File: config.mk
export PLATFORM = sky130hd
export DESIGN_NAME = word_aligner
export DESIGN_NICKNAME = d
export VERILOG_FILES = /design/src/rtl/wa_pkg.sv /design/src/rtl/wa_merge.sv /design/src/rtl/wa_ctrl.sv /design/src/rtl/word_aligner.sv
export SDC_FILE = /design/constraint.sdc
export NUM_CORES = 1
export LEC_CHECK = 0
export BUFFER_PORTS_ARGS = -buffer_cell sky130_fd_sc_hd__clkbuf_2
export CAP_MARGIN = 20
export CELL_PAD_IN_SITES_DETAIL_PLACEMENT = 1
export CELL_PAD_IN_SITES_GLOBAL_PLACEMENT = 2
export CORE_MARGIN = 5
export CORE_UTILIZATION = 33
export CTS_CLUSTER_DIAMETER = 30
export DETAILED_ROUTE_END_ITERATION = 8
export GPL_ROUTABILITY_DRIVEN = 1
export GPL_TIMING_DRIVEN = 0
export PLACE_DENSITY = 0.93
export SKIP_LAST_GASP = 1
export SYNTH_ARGS = -nofsm -noshare
export SYNTH_HDL_FRONTEND = slang
export SYNTH_SLANG_ARGS = --single-unit
File: constraint.sdc
create_clock -name clk -period 3.2 [get_ports clk]
set_input_delay 0.32 -clock clk [delete_from_list [all_inputs] [get_ports clk]]
set_output_delay 0.32 -clock clk [all_outputs]
set_load 0.005 [all_outputs]
File: src/rtl/wa_pkg.sv
package wa_pkg;
  typedef enum logic [1:0] {
    K_CMD   = 2'd0,
    K_DATA  = 2'd1,
    K_END   = 2'd2,
    K_UNDER = 2'd3
  } kind_e;

  localparam logic [3:0] TAG_SOP  = 4'h0;
  localparam logic [3:0] TAG_DATA = 4'h8;
  localparam logic [3:0] TAG_EOP  = 4'h1;
endpackage

File: src/rtl/wa_merge.sv
// Funnel that appends the valid bytes of a fetched word to the held residue.
module wa_merge #(
  parameter int unsigned DW = 32
) (
  input  logic [DW-9:0]                  res_bytes,
  input  logic [$clog2(DW/8+1)-1:0]      res_cnt,
  input  logic [DW-1:0]                  word,
  input  logic [$clog2(DW/8)-1:0]        lo,
  input  logic [$clog2(DW/8+1)-1:0]      nbytes,
  output logic [DW-1:0]                  full_word,
  output logic [DW-9:0]                  spill,
  output logic [$clog2(DW/8+1):0]        total
);
  localparam int unsigned BYTES = DW / 8;
  localparam int unsigned CW    = $clog2(BYTES + 1);
  localparam int unsigned RES_W = DW - 8;
  localparam int unsigned CBW   = DW + RES_W;

  logic [DW-1:0]    shifted;
  logic [DW-1:0]    masked;
  logic [RES_W-1:0] res_masked;
  logic [CBW-1:0]   combined;

  assign shifted = word >> {lo, 3'b000};

  // keep only the bytes the source declared valid
  for (genvar k = 0; k < BYTES; k++) begin : g_new
    localparam logic [CW-1:0] KI = CW'(k);
    assign masked[8*k +: 8] = (KI < nbytes) ? shifted[8*k +: 8] : 8'h00;
  end

  for (genvar k = 0; k < BYTES - 1; k++) begin : g_res
    localparam logic [CW-1:0] KI = CW'(k);
    assign res_masked[8*k +: 8] = (KI < res_cnt) ? res_bytes[8*k +: 8] : 8'h00;
  end

  assign combined = {{DW{1'b0}}, res_masked}
                  | ({{RES_W{1'b0}}, masked} << {res_cnt, 3'b000});

  assign full_word = combined[DW-1:0];
  assign spill     = combined[CBW-1:DW];
  assign total     = {1'b0, res_cnt} + {1'b0, nbytes};
endmodule

File: src/rtl/wa_ctrl.sv
// Packet state, residue registers and the per-item write decision.
module wa_ctrl
  import wa_pkg::*;
#(
  parameter int unsigned DW = 32
) (
  input  logic                         clk,
  input  logic                         rst_n,
  input  logic                         in_valid,
  input  logic [1:0]                   in_kind,
  input  logic [3:0]                   in_tag,
  input  logic [DW-1:0]                in_word,
  input  logic [$clog2(DW/8)-1:0]      in_ofs,
  input  logic                         out_ready,
  input  logic [DW-1:0]                m_full,
  input  logic [DW-9:0]                m_spill,
  input  logic [$clog2(DW/8+1):0]      m_total,
  output logic                         in_ready,
  output logic                         out_valid,
  output logic [3:0]                   out_tag,
  output logic [DW-1:0]                out_pay,
  output logic [DW-9:0]                res_bytes,
  output logic [$clog2(DW/8+1)-1:0]    res_cnt,
  output logic [$clog2(DW/8)-1:0]      lo,
  output logic                         pkt_open
);
  localparam int unsigned BYTES = DW / 8;
  localparam int unsigned CW    = $clog2(BYTES + 1);
  localparam int unsigned LW    = $clog2(BYTES);
  localparam int unsigned RES_W = DW - 8;
  localparam logic [CW:0]   BYTES_T = (CW+1)'(BYTES);
  localparam logic [CW-1:0] BYTES_C = CW'(BYTES);

  kind_e kind;
  assign kind = kind_e'(in_kind);

  logic             first_q, first_d;
  logic [LW-1:0]    ofs_q, ofs_d;
  logic [CW-1:0]    cnt_q, cnt_d;
  logic [RES_W-1:0] res_q, res_d;
  logic [CW-1:0]    last_q, last_d;
  logic             open_q, open_d;

  logic             emit;
  logic             abort;
  logic [CW:0]      left;
  logic [DW-1:0]    eop_pay;

  assign lo        = first_q ? ofs_q : '0;
  assign res_bytes = res_q;
  assign res_cnt   = cnt_q;
  assign pkt_open  = open_q;

  assign emit  = (m_total >= BYTES_T);
  assign left  = m_total - BYTES_T;
  assign abort = (kind != K_END);

  always_comb begin
    eop_pay          = '0;
    eop_pay[DW-1]    = abort;
    eop_pay[CW-1:0]  = last_q;
  end

  // next-state and output decision
  always_comb begin
    in_ready  = 1'b0;
    out_valid = 1'b0;
    out_tag   = TAG_DATA;
    out_pay   = '0;
    first_d   = first_q;
    ofs_d     = ofs_q;
    cnt_d     = cnt_q;
    res_d     = res_q;
    last_d    = last_q;
    open_d    = open_q;

    if (!open_q) begin
      if (kind == K_CMD) begin
        out_valid = in_valid;
        out_tag   = in_tag;
        out_pay   = in_word;
        in_ready  = out_ready;
        if (in_valid && out_ready && (in_tag == TAG_SOP)) begin
          open_d  = 1'b1;
          first_d = 1'b1;
          ofs_d   = in_ofs;
          cnt_d   = '0;
          res_d   = '0;
          last_d  = '0;
        end
      end else begin
        in_ready = 1'b1;
      end
    end else if (kind == K_DATA) begin
      out_valid = in_valid && emit;
      out_pay   = m_full;
      in_ready  = emit ? out_ready : 1'b1;
      if (in_valid && in_ready) begin
        first_d = 1'b0;
        if (emit) begin
          res_d  = m_spill;
          cnt_d  = left[CW-1:0];
          last_d = BYTES_C;
        end else begin
          res_d  = m_full[RES_W-1:0];
          cnt_d  = m_total[CW-1:0];
        end
      end
    end else if (cnt_q != '0) begin
      // drain held bytes before the end marker
      out_valid = in_valid;
      out_pay   = {8'h00, res_q};
      in_ready  = 1'b0;
      if (in_valid && out_ready) begin
        cnt_d  = '0;
        res_d  = '0;
        last_d = cnt_q;
      end
    end else begin
      out_valid = in_valid;
      out_tag   = TAG_EOP;
      out_pay   = eop_pay;
      in_ready  = (kind != K_CMD) && out_ready;
      if (in_valid && out_ready) begin
        open_d  = 1'b0;
        first_d = 1'b0;
      end
    end
  end

  always_ff @(posedge clk or negedge rst_n) begin
    if (!rst_n) begin
      first_q <= 1'b0;
      ofs_q   <= '0;
      cnt_q   <= '0;
      res_q   <= '0;
      last_q  <= '0;
      open_q  <= 1'b0;
    end else begin
      first_q <= first_d;
      ofs_q   <= ofs_d;
      cnt_q   <= cnt_d;
      res_q   <= res_d;
      last_q  <= last_d;
      open_q  <= open_d;
    end
  end
endmodule

File: src/rtl/word_aligner.sv
module word_aligner #(
  parameter int unsigned DW = 32
) (
  input  logic                        clk,
  input  logic                        rst_n,
  input  logic                        in_valid,
  output logic                        in_ready,
  input  logic [1:0]                  in_kind,
  input  logic [3:0]                  in_tag,
  input  logic [DW-1:0]               in_word,
  input  logic [$clog2(DW/8)-1:0]     in_ofs,
  input  logic [$clog2(DW/8+1)-1:0]   in_nbytes,
  output logic                        out_valid,
  input  logic                        out_ready,
  output logic [DW+3:0]               out_entry
);
  localparam int unsigned BYTES = DW / 8;
  localparam int unsigned CW    = $clog2(BYTES + 1);
  localparam int unsigned LW    = $clog2(BYTES);
  localparam int unsigned RES_W = DW - 8;

  logic [RES_W-1:0] res_bytes;
  logic [CW-1:0]    res_cnt;
  logic [LW-1:0]    lo;
  logic             pkt_open;
  logic [DW-1:0]    m_full;
  logic [RES_W-1:0] m_spill;
  logic [CW:0]      m_total;
  logic [3:0]       out_tag;
  logic [DW-1:0]    out_pay;

  wa_merge #(.DW(DW)) u_merge (
    .res_bytes (res_bytes),
    .res_cnt   (res_cnt),
    .word      (in_word),
    .lo        (lo),
    .nbytes    (in_nbytes),
    .full_word (m_full),
    .spill     (m_spill),
    .total     (m_total)
  );

  wa_ctrl #(.DW(DW)) u_ctrl (
    .clk       (clk),
    .rst_n     (rst_n),
    .in_valid  (in_valid),
    .in_kind   (in_kind),
    .in_tag    (in_tag),
    .in_word   (in_word),
    .in_ofs    (in_ofs),
    .out_ready (out_ready),
    .m_full    (m_full),
    .m_spill   (m_spill),
    .m_total   (m_total),
    .in_ready  (in_ready),
    .out_valid (out_valid),
    .out_tag   (out_tag),
    .out_pay   (out_pay),
    .res_bytes (res_bytes),
    .res_cnt   (res_cnt),
    .lo        (lo),
    .pkt_open  (pkt_open)
  );

  assign out_entry = {out_tag, out_pay};
endmodule

After elaboration in Yosys (flattened, before gate mapping)
Index checks and enable logic that the tools add are counted.
{"block": "word_totals", "regBits": 34, "in_bits": 47, "out_inout_bits": 38}
{"block": "classes", "n_addsub": 2, "n_lt_le_gt_ge": 8, "n_eq_ne": 7, "shifts": 2, "n_mux": 59, "bitwise": 2, "reduce_logical": 15}
{"op": "24-bit 2-to-1 mux", "n": 8}
{"op": "32-bit 2-to-1 mux", "n": 4}
{"op": "8-bit 2-to-1 mux", "n": 7}
{"op": "24-bit by 56-bit bitwise OR with 56-bit output", "n": 1}
{"op": "32-bit by 6-bit << shifter with 56-bit output", "n": 1}
{"op": "3-bit 2-to-1 mux", "n": 14}
{"op": "32-bit by 5-bit >> shifter with 32-bit output", "n": 1}
{"op": "1-bit 2-to-1 mux", "n": 21}
{"op": "4-bit 2-to-1 mux", "n": 4}
{"op": "3-bit inequality test (second input constant)", "n": 5}
{"op": "1-bit by 3-bit < comparator with 1-bit output (first input constant)", "n": 4}
{"op": "5-bit AND reduction", "n": 2}
{"op": "2-bit by 3-bit < comparator with 1-bit output (first input constant)", "n": 3}
{"op": "6-bit AND reduction", "n": 1}
{"op": "2-bit nonzero test", "n": 3}
{"op": "1-bit logical AND", "n": 5}
{"op": "3-bit by 3-bit adder with 4-bit output", "n": 1}
{"op": "4-bit by 3-bit greater-or-equal comparator with 1-bit output (second input constant)", "n": 1}
{"op": "4-bit logical NOT", "n": 1}
{"op": "3-bit AND reduction", "n": 1}
{"op": "3-bit nonzero test", "n": 1}
{"op": "3-bit subtractor (second input constant)", "n": 1}
{"op": "2-bit by 1-bit == test with 1-bit output (second input constant)", "n": 1}
{"op": "2-bit logical NOT", "n": 1}
{"op": "other kinds (3)", "n": 3}

Depth between registers and ports, before layout
{"block": "depth", "ltp_word": 9, "depth_mapped": 10}

By module
A second synthesis with hierarchy kept.
{"block": "unflattened", "cells_unflattened": 490, "area_unflattened_um2": 4098.9}
{"module": "wa_ctrl", "instances": 1, "cells_per_inst": 272, "area_per_inst_um2": 2378.5, "seq_area_each_um2": 850.8}
{"module": "wa_merge", "instances": 1, "cells_per_inst": 218, "area_per_inst_um2": 1720.4, "seq_area_each_um2": 0.0}

Least setup slack after synthesis
Ideal clock, no wire load.
{"block": "synth_path", "kind": "flip-flop to output port", "start": "reg u_ctrl.cnt_q[0] (netlist: u_ctrl.res_cnt[0])", "end": "out in_ready", "arrival_time_ns": 1.988, "slack_ns": 0.892, "stages_incl_launch_ff": 9, "n_path_buf": 1, "path_cell_list": "dfrtp_1 -> ha_1 -> fa_1 -> nor3_2 -> a31o_2 -> buf_4 -> nor2_1 -> a211oi_1 -> o32a_1"}
{"block": "synth_via", "elab_chain_len": 5, "word_cells_on_any_way": 7}
{"item": "start: declaration", "line": "wa_ctrl.sv:39", "text": "logic [CW-1:0] cnt_q, cnt_d;"}
{"item": "start signal: assignment", "line": "wa_ctrl.sv:142", "text": "cnt_q <= cnt_d;"}
{"item": "3-bit by 3-bit adder with 4-bit output", "line": "wa_merge.sv:42", "text": "assign total = {1'b0, res_cnt} + {1'b0, nbytes};"}
{"item": "4-bit by 3-bit greater-or-equal comparator with 1-bit output", "line": "wa_ctrl.sv:54", "text": "assign emit = (m_total >= BYTES_T);"}
{"item": "1-bit 2-to-1 mux", "line": "wa_ctrl.sv:97", "text": "in_ready = emit ? out_ready : 1'b1;"}
{"item": "1-bit 2-to-1 mux *", "line": "wa_ctrl.sv:94", "text": "end else if (kind == K_DATA) begin"}
{"item": "1-bit 2-to-1 mux *", "line": "wa_ctrl.sv:77", "text": "if (!open_q) begin"}
{"item": "end: declaration", "line": "word_aligner.sv:7", "text": "output logic in_ready,"}
Mark *: on every way between the ends. The rest lies on a longest branch, timed or not.

Worst setup path after layout
{"block": "layout_path", "start": "reg u_ctrl.cnt_q[0] (netlist: u_ctrl.res_cnt[0])", "end": "out out_entry[29]"}
{"block": "layout_via", "elab_chain_len": 4}
{"item": "32-bit by 6-bit << shifter with 56-bit output", "line": "wa_merge.sv:38", "text": "| ({{RES_W{1'b0}}, masked} << {res_cnt, 3'b000});"}
{"item": "24-bit by 56-bit bitwise OR with 56-bit output", "line": "wa_merge.sv:38"}
{"item": "32-bit 2-to-1 mux", "line": "wa_ctrl.sv:94"}
{"item": "32-bit 2-to-1 mux", "line": "wa_ctrl.sv:77"}
{"item": "end: declaration", "line": "word_aligner.sv:15", "text": "output logic [DW+3:0] out_entry"}
No other way between the ends.

==> flow_summary.toml <==
[setup_path]
crit_path_start_kind = "register"
cp.required_ns = 2.88
setup.worst_path.start = "u_ctrl.res_cnt[0]$_DFFE_PN0P_"
crit_fanout = 10
criticalPathCategory = "reg2out"
end_kind = "primary output"
crit_arrival_ns = 2.78
r2r-start = "u_ctrl.res_cnt[0]$_DFFE_PN0P_"

[synthesis]
ys_async_sr_fraction_pct = 100
synthFlopType = "dfrtp_1"
synth_cell_types = 74
synth_edf_count = 0
syn_inst = 543
synth-seq-cells = 34
syn_avg_cell_area_um2 = 7.91
yosysWarnings = 0
synth-seq-area-share_pct = 19.8
syn_nets = 594
synth_area_um2 = 4290

[hold_path]
hold_start = "in_ofs[1]"
min_path_type = "in2reg"

[finish]
diodes = 0
area_growth_pct = 19.1
layout.cells.non_filler = 809
final_nets = 687
drive_gt1_share_pct = 26.2

[placed_design]
dp_cells = 798
port_buffers = 82
dp_hpwl_mm = 18.1
gp_congestion = 0.985

[floorplanning]
start_util_pct = 33.9
core_um2 = 12700
fp.dieH_um = 124
rows = 41
die_width_um = 124
die-area_um2 = 15400
io_pins = 85

[clock_tree]
cts_num_sinks = 34
clkTransAtPathRegs_ns = 0.06
max-clock-path-buffers = 2
post_cts_buffers = 0
clockRootBuffer = "clkbuf_16"
cts_tree = "yes"
clock_latency_ns = 0.30
cts_buffers = 5
htreeDepth = 2

[pwr]
peakVddDrop_uv = 255
power_density_nw_per_um2 = 690
power.leakage_nw = 2.24

[routing]
via_per_inst = 6.87
final_antenna_net_count = 0
via_count = 5555
topRoutingLayerUsed = "met4"
wl_per_cell_um = 29.4
drt-met1-wl_mm = 9.66
dr_wl_met2_mm = 11.1
drt_iter0_drc = 710
met3WireLength_mm = 1.87
finalWirelength_mm = 23.8
drc = 0
drt-pass1-iter-count = 5

[job]
drv_cap = 0

[timing]
min_period_over_period_pct = 96.9
finalHoldViolations = 0
tns_ns = 0
finClkSkew_ns = 0.00170
worst_pin_slew_ns = 1.06
slew_viol_final = 0
layout_min_cycle_time_ns = 3.10
rsz0062_at_grt = "no"
timing.fmax_mhz = 323
setup_viol = 0
slew_headroom_pct = 28.6

[grt]
grt_max_degree = 35
grt_antenna_before_repair = 0
grt-ovfl-total = 0
grt_first_pass_wirelength_mm = 34.5
grt_usage_pct = 30.9
grt_pass1_vias = 5654

[status]
status = "finished, final reports clean"
[sequential cells by signal, indices dropped and copies added, names as in the netlist]
signal,count
u_ctrl.res_bytes,24
u_ctrl.ofs_q,2
u_ctrl.res_cnt,3
u_ctrl.last_q,3
u_ctrl.pkt_open,1
u_ctrl.first_q,1
[per-stage QoR]
stage          worst slack, ns  hold slack, ns  instance area [um2]  utilization [%]  power, mW
2_1_floorplan            0.892          0.0244                 4290                -       2.05
3_3_place_gp             0.253           0.466                 4920             38.8       2.84
3_5_place_dp             0.171           0.477                 4930             38.9       2.91
4_1_cts                 0.0724           0.225                 5070             40.1       3.44
5_1_grt                 0.0232           0.261                 5110             40.3       3.68
6_report                 0.101           0.259                 5110             40.3       3.53
[logic make-up (layout without fill, tap and decap cells)]
logic type / count (synthesis) / after routing / share of synthesized area [%]
AO/OA/AOI/OAI: 238 / 238 / 42.0
XOR/XNOR: 1 / 1 / 0.204
adder cells (fa/ha/maj): 5 / 5 / 1.57
buffers and inverters: 50 / 144 / 6.85
flip-flops: 34 / 34 / 19.8
multiplexers: 22 / 22 / 5.65
AND/OR/NAND/NOR: 193 / 193 / 23.9
[cell usage in the layout, fill, tap and decap left out, drive strengths merged, types with 2 or more instances in the layout]
master	n
a22o	22
nor2b	8
a41o	4
or3	2
a31oi	10
o211ai	3
nand2b	9
a221o	19
nor4	12
a21o	5
a32oi	8
nor2	51
o21ai	49
a31o	2
nand3	11
or2	4
nand2	49
ha	3
o22a	3
a2bb2oi	2
a211o	2
and4	2
and2	13
a32o	3
mux2	9
o31ai	4
inv	12
mux2i	13
clkbuf	101
a221oi	17
o22ai	8
buf	29
a22oi	37
and3	7
o21a	2
nor3	21
dfrtp	34
a21oi	25
a211oi	6
[timing repair]
item,in CTS,in global routing
hold buffers,0,1
gates resized for setup,0,1
endpoints found under the setup margin,0,1
hold endpoints to repair,0,3
[Yosys cell counts, types with 11 or more instances]
master	count	area, um2
mux2i_1	13	130
a21oi_1	22	110
a22oi_1	37	278
and2_1	12	75.1
nand3_1	11	55.1
a221oi_1	14	123
nand2_1	47	176
a221o_1	19	190
buf_6	11	124
nor2_1	50	188
dfrtp_1	34	851
clkbuf_1	11	41.3
buf_2	13	65.1
a22o_1	22	193
nor3_1	16	80.1
o21ai_0	41	205
[routing by layer]
metal,track usage (%),vias up
met2,50.4,337
met4,14.1,0
met5,0,-
li1,-,2347
met1,39.0,2778
met3,6.54,93
[critical path, cell delays in order, from the launching register on]
cell,delay (ns)
dfrtp_1,0.35
buf_2,0.21
buf_2,0.33
clkbuf_1,0.65
nor4_1,0.16
a31oi_1,0.31
mux2i_1,0.15
a22o_1,0.20
clkbuf_2,0.11
[cell type report]
| cell class | instances | area (um2) |
|---|---|---|
| Timing Repair Buffer | 86 | 453 |
| Buffer | 38 | 249 |
| Clock inverter | 1 | 5.00 |
| Tap cell | 172 | 215 |
| Clock buffer | 7 | 143 |
| Sequential cell | 34 | 851 |
| Fill cell | 1610 | 7560 |
| Inverter | 12 | 45.0 |
| Multi-Input combinational cell | 459 | 3150 |
[where the power goes]
group	total (mW)	switching, mW	internal (mW)
registers	0.727	0.136	0.591
logic	2.27	1.49	0.776
clock network	0.531	0.222	0.310
[worst paths after layout]
check                                                         to  slack, ns  depth (start not counted)
worst min-delay path                 u_ctrl.ofs_q[1]$_DFFE_PN0P_       0.26                          2
worst max register to register   u_ctrl.res_bytes[2]$_DFFE_PN0P_       0.21                          8
max in group asynchronous       u_ctrl.res_bytes[20]$_DFFE_PN0P_       2.40                          3
worst max-delay path                               out_entry[29]       0.10                          8
worst min register to register  u_ctrl.res_bytes[10]$_DFFE_PN0P_       0.50                          1
min in group asynchronous           u_ctrl.last_q[0]$_DFFE_PN0P_       0.36                          2
No activity file was read; power rests on OpenSTA's default activity.
